`src/rtl/bsw_pkg.sv`:
```
package bsw_pkg;
   localparam int unsigned CNT_W_DEFAULT    = 14;
   localparam int unsigned DIV_LOG2_DEFAULT = 2;

   typedef enum logic {
      TICK_DIRECT = 1'b0,
      TICK_DIV    = 1'b1
   } tick_src_e;
endpackage

```
`src/rtl/bsw_prescaler.sv`:
```
module bsw_prescaler #(
   parameter int unsigned DIV_LOG2 = bsw_pkg::DIV_LOG2_DEFAULT
) (
   input  logic                clk,
   input  logic                rst_n,
   input  logic                run,
   input  logic                restart,
   input  bsw_pkg::tick_src_e  src,
   output logic                tick
);
   localparam int unsigned     PRE_W    = DIV_LOG2;
   localparam logic [PRE_W-1:0] PRE_LAST = '1;

   generate
      if (DIV_LOG2 < 1 || DIV_LOG2 > 8) begin : g_bad_div
         $error("bsw_prescaler: DIV_LOG2 must lie in 1..8");
      end
   endgenerate

   logic [PRE_W-1:0] phase_q;

   always_ff @(posedge clk or negedge rst_n) begin
      if (!rst_n)                phase_q <= '0;
      else if (!run || restart)  phase_q <= '0;
      else                       phase_q <= phase_q + PRE_W'(1);
   end

   assign tick = run & ((src == bsw_pkg::TICK_DIRECT) | (phase_q == PRE_LAST));

   // in divided mode two enable pulses are never adjacent
   p_div_spacing_r3: assert property (@(posedge clk) disable iff (!rst_n)
      (tick && src == bsw_pkg::TICK_DIV) |=> !(tick && src == bsw_pkg::TICK_DIV));
endmodule

```
`src/rtl/bsw_counter.sv`:
```
module bsw_counter #(
   parameter int unsigned CNT_W = bsw_pkg::CNT_W_DEFAULT
) (
   input  logic             clk,
   input  logic             rst_n,
   input  logic             run,
   input  logic             restart,
   input  logic             tick,
   output logic [CNT_W-1:0] count,
   output logic             wrap
);
   localparam logic [CNT_W-1:0] ALL_ONES = '1;

   generate
      if (CNT_W < 2 || CNT_W > 32) begin : g_bad_width
         $error("bsw_counter: CNT_W must lie in 2..32");
      end
   endgenerate

   logic [CNT_W-1:0] count_q;

   always_ff @(posedge clk or negedge rst_n) begin
      if (!rst_n)                count_q <= '0;
      else if (!run || restart)  count_q <= '0;
      else if (tick)             count_q <= count_q + CNT_W'(1);
   end

   assign wrap  = run & ~restart & tick & (count_q == ALL_ONES);
   assign count = count_q;

   // disabled watchdog holds zero
   p_hold_zero_r4: assert property (@(posedge clk) disable iff (!rst_n)
      !run |=> count_q == '0);
   // event restarts the count
   p_evt_restart_r5: assert property (@(posedge clk) disable iff (!rst_n)
      (run && restart) |=> count_q == '0);
   // one step per enable pulse
   p_step_r2: assert property (@(posedge clk) disable iff (!rst_n)
      (run && !restart && tick) |=> count_q == $past(count_q) + CNT_W'(1));
   // no movement between pulses
   p_idle_r3: assert property (@(posedge clk) disable iff (!rst_n)
      (run && !restart && !tick) |=> $stable(count_q));
endmodule

```
`src/rtl/bsw_sticky_flag.sv`:
```
module bsw_sticky_flag (
   input  logic clk,
   input  logic rst_n,
   input  logic set,
   input  logic clr,
   output logic flag
);
   logic flag_q;

   always_ff @(posedge clk or negedge rst_n) begin
      if (!rst_n)    flag_q <= 1'b0;
      else if (set)  flag_q <= 1'b1;
      else if (clr)  flag_q <= 1'b0;
   end

   assign flag = flag_q;

   // a wrap always leaves the flag set, clear or not
   p_set_wins_r8: assert property (@(posedge clk) disable iff (!rst_n)
      set |=> flag_q);
   // sticky without a clear
   p_hold_r7: assert property (@(posedge clk) disable iff (!rst_n)
      (flag_q && !clr) |=> flag_q);
   // clear takes effect when no wrap competes
   p_clear_r7: assert property (@(posedge clk) disable iff (!rst_n)
      (clr && !set) |=> !flag_q);
   // the flag appears only through a wrap
   p_no_spurious_r6: assert property (@(posedge clk) disable iff (!rst_n)
      (!flag_q && !set) |=> !flag_q);
endmodule

```
`src/rtl/bus_stall_watchdog.sv`:
```
module bus_stall_watchdog #(
   parameter int unsigned CNT_W    = bsw_pkg::CNT_W_DEFAULT,
   parameter int unsigned DIV_LOG2 = bsw_pkg::DIV_LOG2_DEFAULT
) (
   input  logic             clk,
   input  logic             rst_n,
   input  logic             bus_en,
   input  logic             stall_en,
   input  logic             slow_tick_sel,
   input  logic             evt_flag,
   input  logic             stall_clr,
   output logic [CNT_W-1:0] stall_count,
   output logic             stall_flag,
   output logic             irq_req
);
   logic               run;
   logic               tick;
   logic               wrap;
   bsw_pkg::tick_src_e src_sel;

   assign run     = bus_en & stall_en;
   assign src_sel = slow_tick_sel ? bsw_pkg::TICK_DIV : bsw_pkg::TICK_DIRECT;

   bsw_prescaler #(.DIV_LOG2(DIV_LOG2)) u_pre (
      .clk     (clk),
      .rst_n   (rst_n),
      .run     (run),
      .restart (evt_flag),
      .src     (src_sel),
      .tick    (tick)
   );

   bsw_counter #(.CNT_W(CNT_W)) u_cnt (
      .clk     (clk),
      .rst_n   (rst_n),
      .run     (run),
      .restart (evt_flag),
      .tick    (tick),
      .count   (stall_count),
      .wrap    (wrap)
   );

   bsw_sticky_flag u_flag (
      .clk   (clk),
      .rst_n (rst_n),
      .set   (wrap),
      .clr   (stall_clr),
      .flag  (stall_flag)
   );

   assign irq_req = evt_flag | stall_flag;

   // a newly raised stall flag is visible on the interrupt line
   p_irq_on_stall_r9: assert property (@(posedge clk) disable iff (!rst_n)
      $rose(stall_flag) |-> irq_req);
   // the flag rises only on the edge where the count wraps to zero
   p_rise_at_zero_r6: assert property (@(posedge clk) disable iff (!rst_n)
      $rose(stall_flag) |-> stall_count == '0);
endmodule

```
`config.mk`:
```
export PLATFORM = sky130hd
export DESIGN_NAME = bus_stall_watchdog
export DESIGN_NICKNAME = d
export VERILOG_FILES = /design/src/rtl/bsw_pkg.sv /design/src/rtl/bsw_prescaler.sv /design/src/rtl/bsw_counter.sv /design/src/rtl/bsw_sticky_flag.sv /design/src/rtl/bus_stall_watchdog.sv
export SDC_FILE = /design/constraint.sdc
export NUM_CORES = 1
export LEC_CHECK = 0
export CAP_MARGIN = 5
export CORE_MARGIN = 5
export CORE_UTILIZATION = 25
export CTS_CLUSTER_DIAMETER = 150
export DETAILED_ROUTE_END_ITERATION = 10
export PLACE_DENSITY_LB_ADDON = 0.25
export SLEW_MARGIN = 15
export SYNTH_ARGS = -nofsm -noshare
export SYNTH_HDL_FRONTEND = slang
export SYNTH_HIERARCHICAL = 1
export SYNTH_SLANG_ARGS = --single-unit
```
`constraint.sdc`:
```
create_clock -name clk -period 2.2 [get_ports clk]
set_input_delay 0.22 -clock clk [delete_from_list [all_inputs] [get_ports clk]]
set_output_delay 0.22 -clock clk [all_outputs]
set_load 0.02 [all_outputs]
```
Word level (Yosys, flattened, before mapping)
Cells that the tools add are included.

Register bits: 17. Input bits: 7. Output and inout port bits: 16. Word-level logic and storage cells: 26.

Add/subtract/negate cells: 2. Eq/ne operators: 2. Mux-type cells: 6. Bitwise gates (word level): 9. Reductions and logical operators: 4.

Operators by type and width (number): two-way mux 14 bit (2); adder 14 x 1 -> 14 bit, second input constant (1); equality test 14 bit, second input constant (1); bitwise AND 1 bit (5); nonzero test 2 bit (2); two-way mux 1 bit (3); adder 2 x 1 -> 2 bit, second input constant (1); equality test 2 bit, second input constant (1); two-way mux 2 bit (1); inverter 1 bit (2); bitwise OR 1 bit (2); zero test 1 bit (1); logical OR 1 bit (1).

Logic depth before layout (Yosys ltp)
Gate-level depths: netlist of the first run.

Depth in word-level cells: 7. Depth in mapped cells: 8. Mapped depth without buffers: 6.

By module
Netlist of the first run, hierarchy kept.

By module, submodules not included: bsw_counter (times used 1, cells an instance 76, area an instance 747.0 um^2, seq. area each 350.3 um^2); bsw_prescaler (times used 1, cells an instance 7, area an instance 98.8 um^2, seq. area each 50.0 um^2); bsw_sticky_flag (times used 1, cells an instance 3, area an instance 36.3 um^2, seq. area each 25.0 um^2); bus_stall_watchdog (times used 1, cells an instance 2, area an instance 12.5 um^2, seq. area each 0.0 um^2).

Least setup slack after synthesis of the first run
Ideal clock, no wire load.

Path type: register to register. Start: register u_pre.phase_q[0]. End: register u_cnt.count_q[9], in the netlist u_cnt/count[9]. Setup time: 78 ps. Arrival: 1663 ps. Data required time: 2122 ps. Setup slack: 459 ps. Cell stages (with the launch flop): 9. Buffers on the path: 2. Period minus slack after synthesis: 1741 ps. Cells stage by stage: dfrtp_1 ha_1 inv_1 a21boi_2 buf_6 nand4_2 buf_6 or4_1 a21oi_1.

Cells in the longest elaborated chain, start to end: 4.

Ends and longest elaborated chain: from (decl) (line bsw_prescaler.sv:20) `logic [PRE_W-1:0] phase_q;`; from (signal assigned) (line bsw_prescaler.sv:25) `else phase_q <= phase_q + PRE_W'(1);`; equality test 2 bit (line bsw_prescaler.sv:28) `assign tick = run & ((src == bsw_pkg::TICK_DIRECT) | (phase_q == PRE_LAST));`; bitwise OR 1 bit (line bsw_prescaler.sv:28); bitwise AND 1 bit (line bsw_prescaler.sv:28); named net tick (line bus_stall_watchdog.sv:17) `logic tick;`; nonzero test 2 bit (no line); to (signal assigned) (line bsw_counter.sv:25) `else if (tick) count_q <= count_q + CNT_W'(1);`; to (decl) (line bsw_counter.sv:20) `logic [CNT_W-1:0] count_q;`.

The timed path passes the listed nets, and every way through them passes these cells. A chain may end at the register's enable or synchronous reset.

Worst setup path in the final report of the first run
Start: input bus_en. End: register u_cnt.count_q[13], in the netlist u_cnt/count[13].

Elaborated cells on any way between the ends: 6. Those cells by class: mux: 1; bitwise: 2; reduce/logical: 3.

RTL lines: from (decl) (line bus_stall_watchdog.sv:7) `input logic bus_en,`; bitwise AND 1 bit (line bus_stall_watchdog.sv:21) `assign run = bus_en & stall_en;`; named net run (line bus_stall_watchdog.sv:16) `logic run;`; bitwise AND 1 bit (line bsw_prescaler.sv:28); named net tick (line bus_stall_watchdog.sv:17); nonzero test 2 bit (no line).

The timed path passes the listed nets, and every way through them passes these cells.

==> run summary, run 1 <==
Worst Setup Start Kind -> input port
RR Startpoint -> u_pre/phase_q[0]
CTS tree -> done
port buffer count -> 22
Unique masters post-synth -> 29
Worst Setup SP -> bus_en
clk buf depth -> 2
#FFs+latches synth -> 17
syn_area_per_cell -> 10.17 sq um
number of DRC markers in iteration 0 -> 41
Syn-to-layout area delta -> 33.71%
worst min path class -> input port to async pin
routed length per instance -> 13.63 um
# rows -> 21
setup ws final -> 375.6 ps
first-pass GRT wire length -> 3746 um
postcts setup bufs -> 0
Die Footprint -> 4875 sq um
worst slew pin tran -> 788.1 ps
Die Width -> 69.82 um
peak supply drop -> 301.9 uV
max incr delay on CP -> 460 ps
ys async rst share -> 100.0%
power share of the clock group -> 33.8%
Mapped Cells -> 88
core footprint -> 3390 sq um
total gr overflow -> 0
Int Power -> 0.3981 mW
layout cell share with drive strength beyond 1 -> 11.40%
f_max -> 0.5481 GHz
GRT Resource Usage Total -> 9.336%
Comb pwr share -> 6.5%
CP top delay family -> simple AND/OR/NAND/NOR gates
count of final max-slew check failures -> 0
CTS resizes -> 0
final routed DRC violation total -> 0
Cells after DPL -> 156
Inserted Clock Buffers -> 3
sequential fraction of the synthesis area -> 47.55%
crit path DAT -> 2050 ps
Setup Skew -> 12.58 ps
clock latency on the worst-skew pair -> 300 ps
Sink Count -> 17
Initial Util -> 26.39%
commonest non-fill, non-tap cells in the layout -> clkdlybuf4s50_1, dfrtp_1, a21oi_1
Cell Area, Synth -> 894.6 sq um
detailed placer's ending HPWL -> 1523 um
CTS root buffer -> clkbuf_4
CP Class -> input port to register
part of the power in registers -> 59.7%
Max Cap Violations -> 0
slowest CP cell -> nor4_1
pre-CTS setup slack -> 18.92 ps
crit path capture type -> register
setup TNS -> 0 ps
status -> completed
routability cong. -> 0.7699
Worst Path Required -> 2420 ps
minimum clock period -> 1824 ps
final setup violation count -> 0
ant diodes -> 0
number of global-route vias before repair -> 787
Sw Ratio -> 24.43%
Final nets -> 125
Finished Layout Cells -> 160
CP bufs+invs -> 1
via count -> 771
cts hold-fix bufs -> 0
Final ANT Viol Nets -> 0
Final Cycle Share -> 82.93%
Most used DFF post-synth -> dfrtp_1
Static Leakage -> 0.4599 nW
RSZ-0062 raised after global routing -> false
Die Ht -> 69.82 um
final wirelength -> 2180 um
Max FO, Critical Path -> 10
P_sw -> 0.1287 mW
commonest non-fill, non-tap cell in the layout -> clkdlybuf4s50_1
Fin. Hold Viols -> 0
Layout fillers -> 341
Net Count, Synth -> 98
First-pass DRT Iterations -> 4
# IOs -> 23
synth warn -> 6
crit-path cells -> clkdlybuf4s50_1 > and2_1 > a21boi_2 > nand4_2 > nor4_1 > mux2i_1
# H-tree levels -> 1
slew margin rel. -> 47.29%
largest net degree at the start of global routing -> 18
number of synthesized flops with an enable pin -> 0
Clk pin slew, worst setup/hold paths -> 120 ps
vias per cell -> 4.819
initial antenna violation count -> 0
PwrDens -> 440.4 nW/um^2
## registers in the layout, indices dropped and copies added, names as in the netlist
signal         cells
u_cnt/count       14
u_pre/phase_q      2
u_flag/flag        1
## per-layer routing
layer | part of all wire (%) | vias to the layer above | global-route usage (%)
met2 | 44 | 22 | 14.80
met3 | 5.3 | 2 | 3.478
li1 | - | 379 | -
met5 | 0 | - | 0
met1 | 50 | 368 | 11.59
met4 | 0.78 | 0 | 3.191
## power groups by stage
stage / clock [mW] / sequential, mW / combinational (mW)
floorplan: 0 / 0.321 / 0.0133
global placement: 0 / 0.321 / 0.0349
CTS: 0.189 / 0.315 / 0.0353
detailed placement: 0 / 0.321 / 0.0352
finish: 0.178 / 0.315 / 0.0344
global route: 0.205 / 0.315 / 0.0388
## synthesized netlist by cell type (2+ instances only)
cell       n  share of area, %
nor4_1     2               1.4
or3_1      2               1.4
nand2_1    6               2.5
nor2_1     4               1.7
ha_1       3               4.2
nand2b_1   2               1.4
or3_2      2               1.7
o31ai_1    4               3.4
xor2_1     2               2.0
nand4_1    7               4.9
mux2i_1    2               2.2
buf_6      2               2.5
o21ai_0    4               2.2
or4_1      4               3.4
inv_1      2              0.84
a21oi_1    9               5.0
nand3_1    3               1.7
dfrtp_1   17                48
## layout make-up
cell class	count	area, sq um	area share [%]
Clock buffer	3	22.52	1.883
Clock inverter	1	5.005	0.4184
Inverter	2	7.507	0.6276
Multi-Input combinational cell	66	435.4	36.40
Sequential cell	17	425.4	35.56
Tap cell	46	57.56	4.812
Timing Repair Buffer	25	242.7	20.29
## cell families (layout without fill, tap and decap cells)
group	count (synthesis)	in the layout	share of synthesized area (%)
buffers and inverters	5	31	3.776
adder cells (fa/ha/maj)	3	3	4.196
AND/OR/NAND/NOR	39	39	26.57
multiplexers	2	2	2.238
flip-flops	17	17	47.55
AO/OA/AOI/OAI	19	19	12.73
XOR/XNOR	3	3	2.938
## stage by stage
stage / total power, mW / utilization [%] / hold WS [ps] / cell area (sq um)
2_1_floorplan: 0.3340 / - / -75.59 / 894.6
3_3_place_gp: 0.3554 / 34.48 / 445.5 / 1169
3_5_place_dp: 0.3558 / 34.48 / 450.2 / 1169
4_1_cts: 0.5392 / 35.29 / 373.7 / 1196
5_1_grt: 0.5586 / 35.29 / 435.6 / 1196
6_report: 0.5268 / 35.29 / 361.4 / 1196
## worst paths after layout
kind	depth (start not counted)	slack, ps	endpoint
min in group clk	1	460	u_pre/phase_q[0]
worst max-delay path	6	380	u_cnt/count[13]
worst min register to register	1	460	u_pre/phase_q[0]
max in group asynchronous	1	1340	u_pre/phase_q[1]
worst min-delay path	1	360	u_cnt/count[7]
worst max register to register	6	400	u_cnt/count[13]
Note: power is estimated with default switching activity, not from simulation.
==> run 2: changes to the inputs <==
==> constraint.sdc (replaced) <==
create_clock -name clk -period 1.48 [get_ports clk]
set_input_delay 0.148 -clock clk [delete_from_list [all_inputs] [get_ports clk]]
set_output_delay 0.148 -clock clk [all_outputs]
set_load 0.02 [all_outputs]
==> run summary, run 2 (same netlist as run 1, synthesis figures left out) <==
Fin. Hold Viols -> 0 (unchanged)
slowest CP cell -> or4_4 (was nor4_1)
# IOs -> 23 (unchanged)
Final Cycle Share -> 112.3%
f_max -> 0.6019 GHz
Max Cap Violations -> 0 (unchanged)
worst slew pin tran -> 276.2 ps (was 788.1 ps)
cts hold-fix bufs -> 0 (unchanged)
commonest non-fill, non-tap cells in the layout -> buf_4, dfrtp_1, dlygate4sd2_1 (was clkdlybuf4s50_1, dfrtp_1, a21oi_1)
commonest non-fill, non-tap cell in the layout -> buf_4 (was clkdlybuf4s50_1)
PwrDens -> 537.6 nW/um^2 (was 440.4 nW/um^2)
routability cong. -> 0.7908 (was 0.7699)
minimum clock period -> 1661 ps
Stages on worst setup path -> 8 (was 6)
total gr overflow -> 0 (unchanged)
# H-tree levels -> 1 (unchanged)
flop2flop setup slack -> -180 ps (was 400 ps)
initial antenna violation count -> 0 (unchanged)
max FFs per register -> 14 (unchanged)
detailed placer's ending HPWL -> 1691 um (was 1523 um)
Die Ht -> 69.82 um (unchanged)
port buffer count -> 22 (unchanged)
violated checks -> setup timing
Setup crit end -> u_cnt/count[10] (was u_cnt/count[13])
vias per cell -> 4.762 (was 4.819)
Worst Path Required -> 1700 ps (was 2420 ps)
Static Leakage -> 0.7466 nW (was 0.4599 nW)
worst min path class -> input port to async pin (unchanged)
Clk pin slew, worst setup/hold paths -> 100 ps (was 120 ps)
# rows -> 21 (unchanged)
Syn-to-layout area delta -> 65.04% (was 33.71%)
Worst Setup SP -> u_pre/phase_q[0] (was bus_en)
clock latency on the worst-skew pair -> 290 ps (was 300 ps)
status -> finished with violations (was completed)
Die Footprint -> 4875 sq um (unchanged)
Final nets -> 146 (was 125)
max incr delay on CP -> 420 ps (was 460 ps)
number of DRC markers in iteration 0 -> 53 (was 41)
Final ANT Viol Nets -> 0 (unchanged)
final total power -> 0.7937 mW (was 0.5268 mW)
CTS tree -> done (unchanged)
RR Startpoint -> u_pre/phase_q[0] (unchanged)
Util after Layout -> 43.56% (was 35.29%)
crit path capture type -> register (unchanged)
GRT Resource Usage Total -> 10.69% (was 9.336%)
final setup violation count -> 10 (was 0)
Cells after DPL -> 167 (was 156)
setup ws final -> -181.4 ps (was 375.6 ps)
count of final max-slew check failures -> 0 (unchanged)
CTS root buffer -> clkbuf_4 (unchanged)
clk buf depth -> 2 (unchanged)
RSZ-0062 raised after global routing -> true (was false)
final wirelength -> 2568 um (was 2180 um)
largest net degree at the start of global routing -> 18 (unchanged)
Worst Setup Start Kind -> register (was input port)
routed length per instance -> 14.19 um (was 13.63 um)
post-route cell area -> 1476 sq um (was 1196 sq um)
peak supply drop -> 308.5 uV (was 301.9 uV)
Finished Layout Cells -> 181 (was 160)
Sink Count -> 17 (unchanged)
first-pass GRT wire length -> 4250 um (was 3746 um)
Inserted Clock Buffers -> 3 (unchanged)
ant diodes -> 0 (unchanged)
core footprint -> 3390 sq um (unchanged)
CP bufs+invs -> 3 (was 1)
CP Class -> register to register (was input port to register)
Setup Skew -> 7.024 ps (was 12.58 ps)
crit path DAT -> 1880 ps (was 2050 ps)
setup TNS -> -875.4 ps (was 0 ps)
reg2reg path depth -> 8 (was 6)
hold slack -> 181.8 ps (was 361.4 ps)
Critical R2R Capture -> u_cnt/count[10] (was u_cnt/count[13])
Initial Util -> 26.39% (unchanged)
First-pass DRT Iterations -> 4 (unchanged)
placed instance area -> 1291 sq um (was 1169 sq um)
crit-path cells -> ha_2 > inv_2 > a21boi_4 > buf_4 > buf_6 > nand2_4 > or4_4 > a21oi_2 (was clkdlybuf4s50_1 > and2_1 > a21boi_2 > nand4_2 > nor4_1 > mux2i_1)
Die Width -> 69.82 um (unchanged)
via count -> 862 (was 771)
number of global-route vias before repair -> 919 (was 787)
CP top delay family -> simple AND/OR/NAND/NOR gates (unchanged)
pre-CTS setup slack -> -407.7 ps (was 18.92 ps)
final routed DRC violation total -> 0 (unchanged)
Max FO, Critical Path -> 4 (was 10)
layout cell share with drive strength beyond 1 -> 37.04% (was 11.40%)
slew margin rel. -> 81.43% (was 47.29%)
==> run 2: changes by cell type in the layout (fill, tap and decap cells not counted), moves of 3 or more <==
| cell | previous run | this run |
|---|---|---|
| clkdlybuf4s50_1 | 22 | 6 |
| or3_4 | 0 | 3 |
| buf_6 | 0 | 3 |
| buf_4 | 3 | 20 |
| a21oi_2 | 0 | 6 |
| dlymetal6s2s_1 | 0 | 3 |
| a21oi_1 | 9 | 3 |
| dlygate4sd2_1 | 0 | 13 |
==> run 2: where the power goes <==
part	switching, mW	internal [mW]	total, mW
Combinational	0.0340	0.0426	0.0767
Sequential	0.00125	0.466	0.467
Clock	0.145	0.105	0.250
==> run 2: per-layer routing <==
| layer | global-route usage [%] | wire length, um | up-vias |
|---|---|---|---|
| met5 | 0 | 0 | - |
| met4 | 3.830 | 9 | 0 |
| met3 | 2.899 | 143 | 2 |
| met2 | 17.84 | 1279 | 31 |
| met1 | 13.10 | 1135 | 409 |
| li1 | - | - | 420 |
==> run 2: how the worst min path moves through the flow <==
stage | to | cells after the start | start
after floorplan | u_cnt/count[0] | 0 | rst_n
after CTS | u_cnt/count[5] | 2 | rst_n
final | u_cnt/count[5] | 2 | rst_n
after detailed placement | u_flag/flag | 1 | u_flag/flag
after global placement | u_flag/flag | 1 | u_flag/flag
after global routing | u_cnt/count[5] | 2 | rst_n
==> run 2: area by class of cell <==
cell class              count  area [sq um]
repair buffers             46         415.4
well taps                  46         57.56
fillers                   333          1913
flip-flops and latches     17         427.9
multi-input cells          66         541.8
inverters                   2         7.507
clock buffers               4         26.28
==> run 2: worst register-to-register path, cell delays in order (launching register included) <==
cell,delay [ps]
dfrtp_1,370
ha_2,170
inv_2,40
a21boi_4,180
buf_4,150
buf_6,90
nand2_4,50
or4_4,420
a21oi_2,130
==> run 2: what timing repair did <==
item	CTS	global route
gates cloned	0	0
pin swaps	9	9
setup buffers	6	4
setup endpoints to repair	24	15
gates resized for setup	26	12
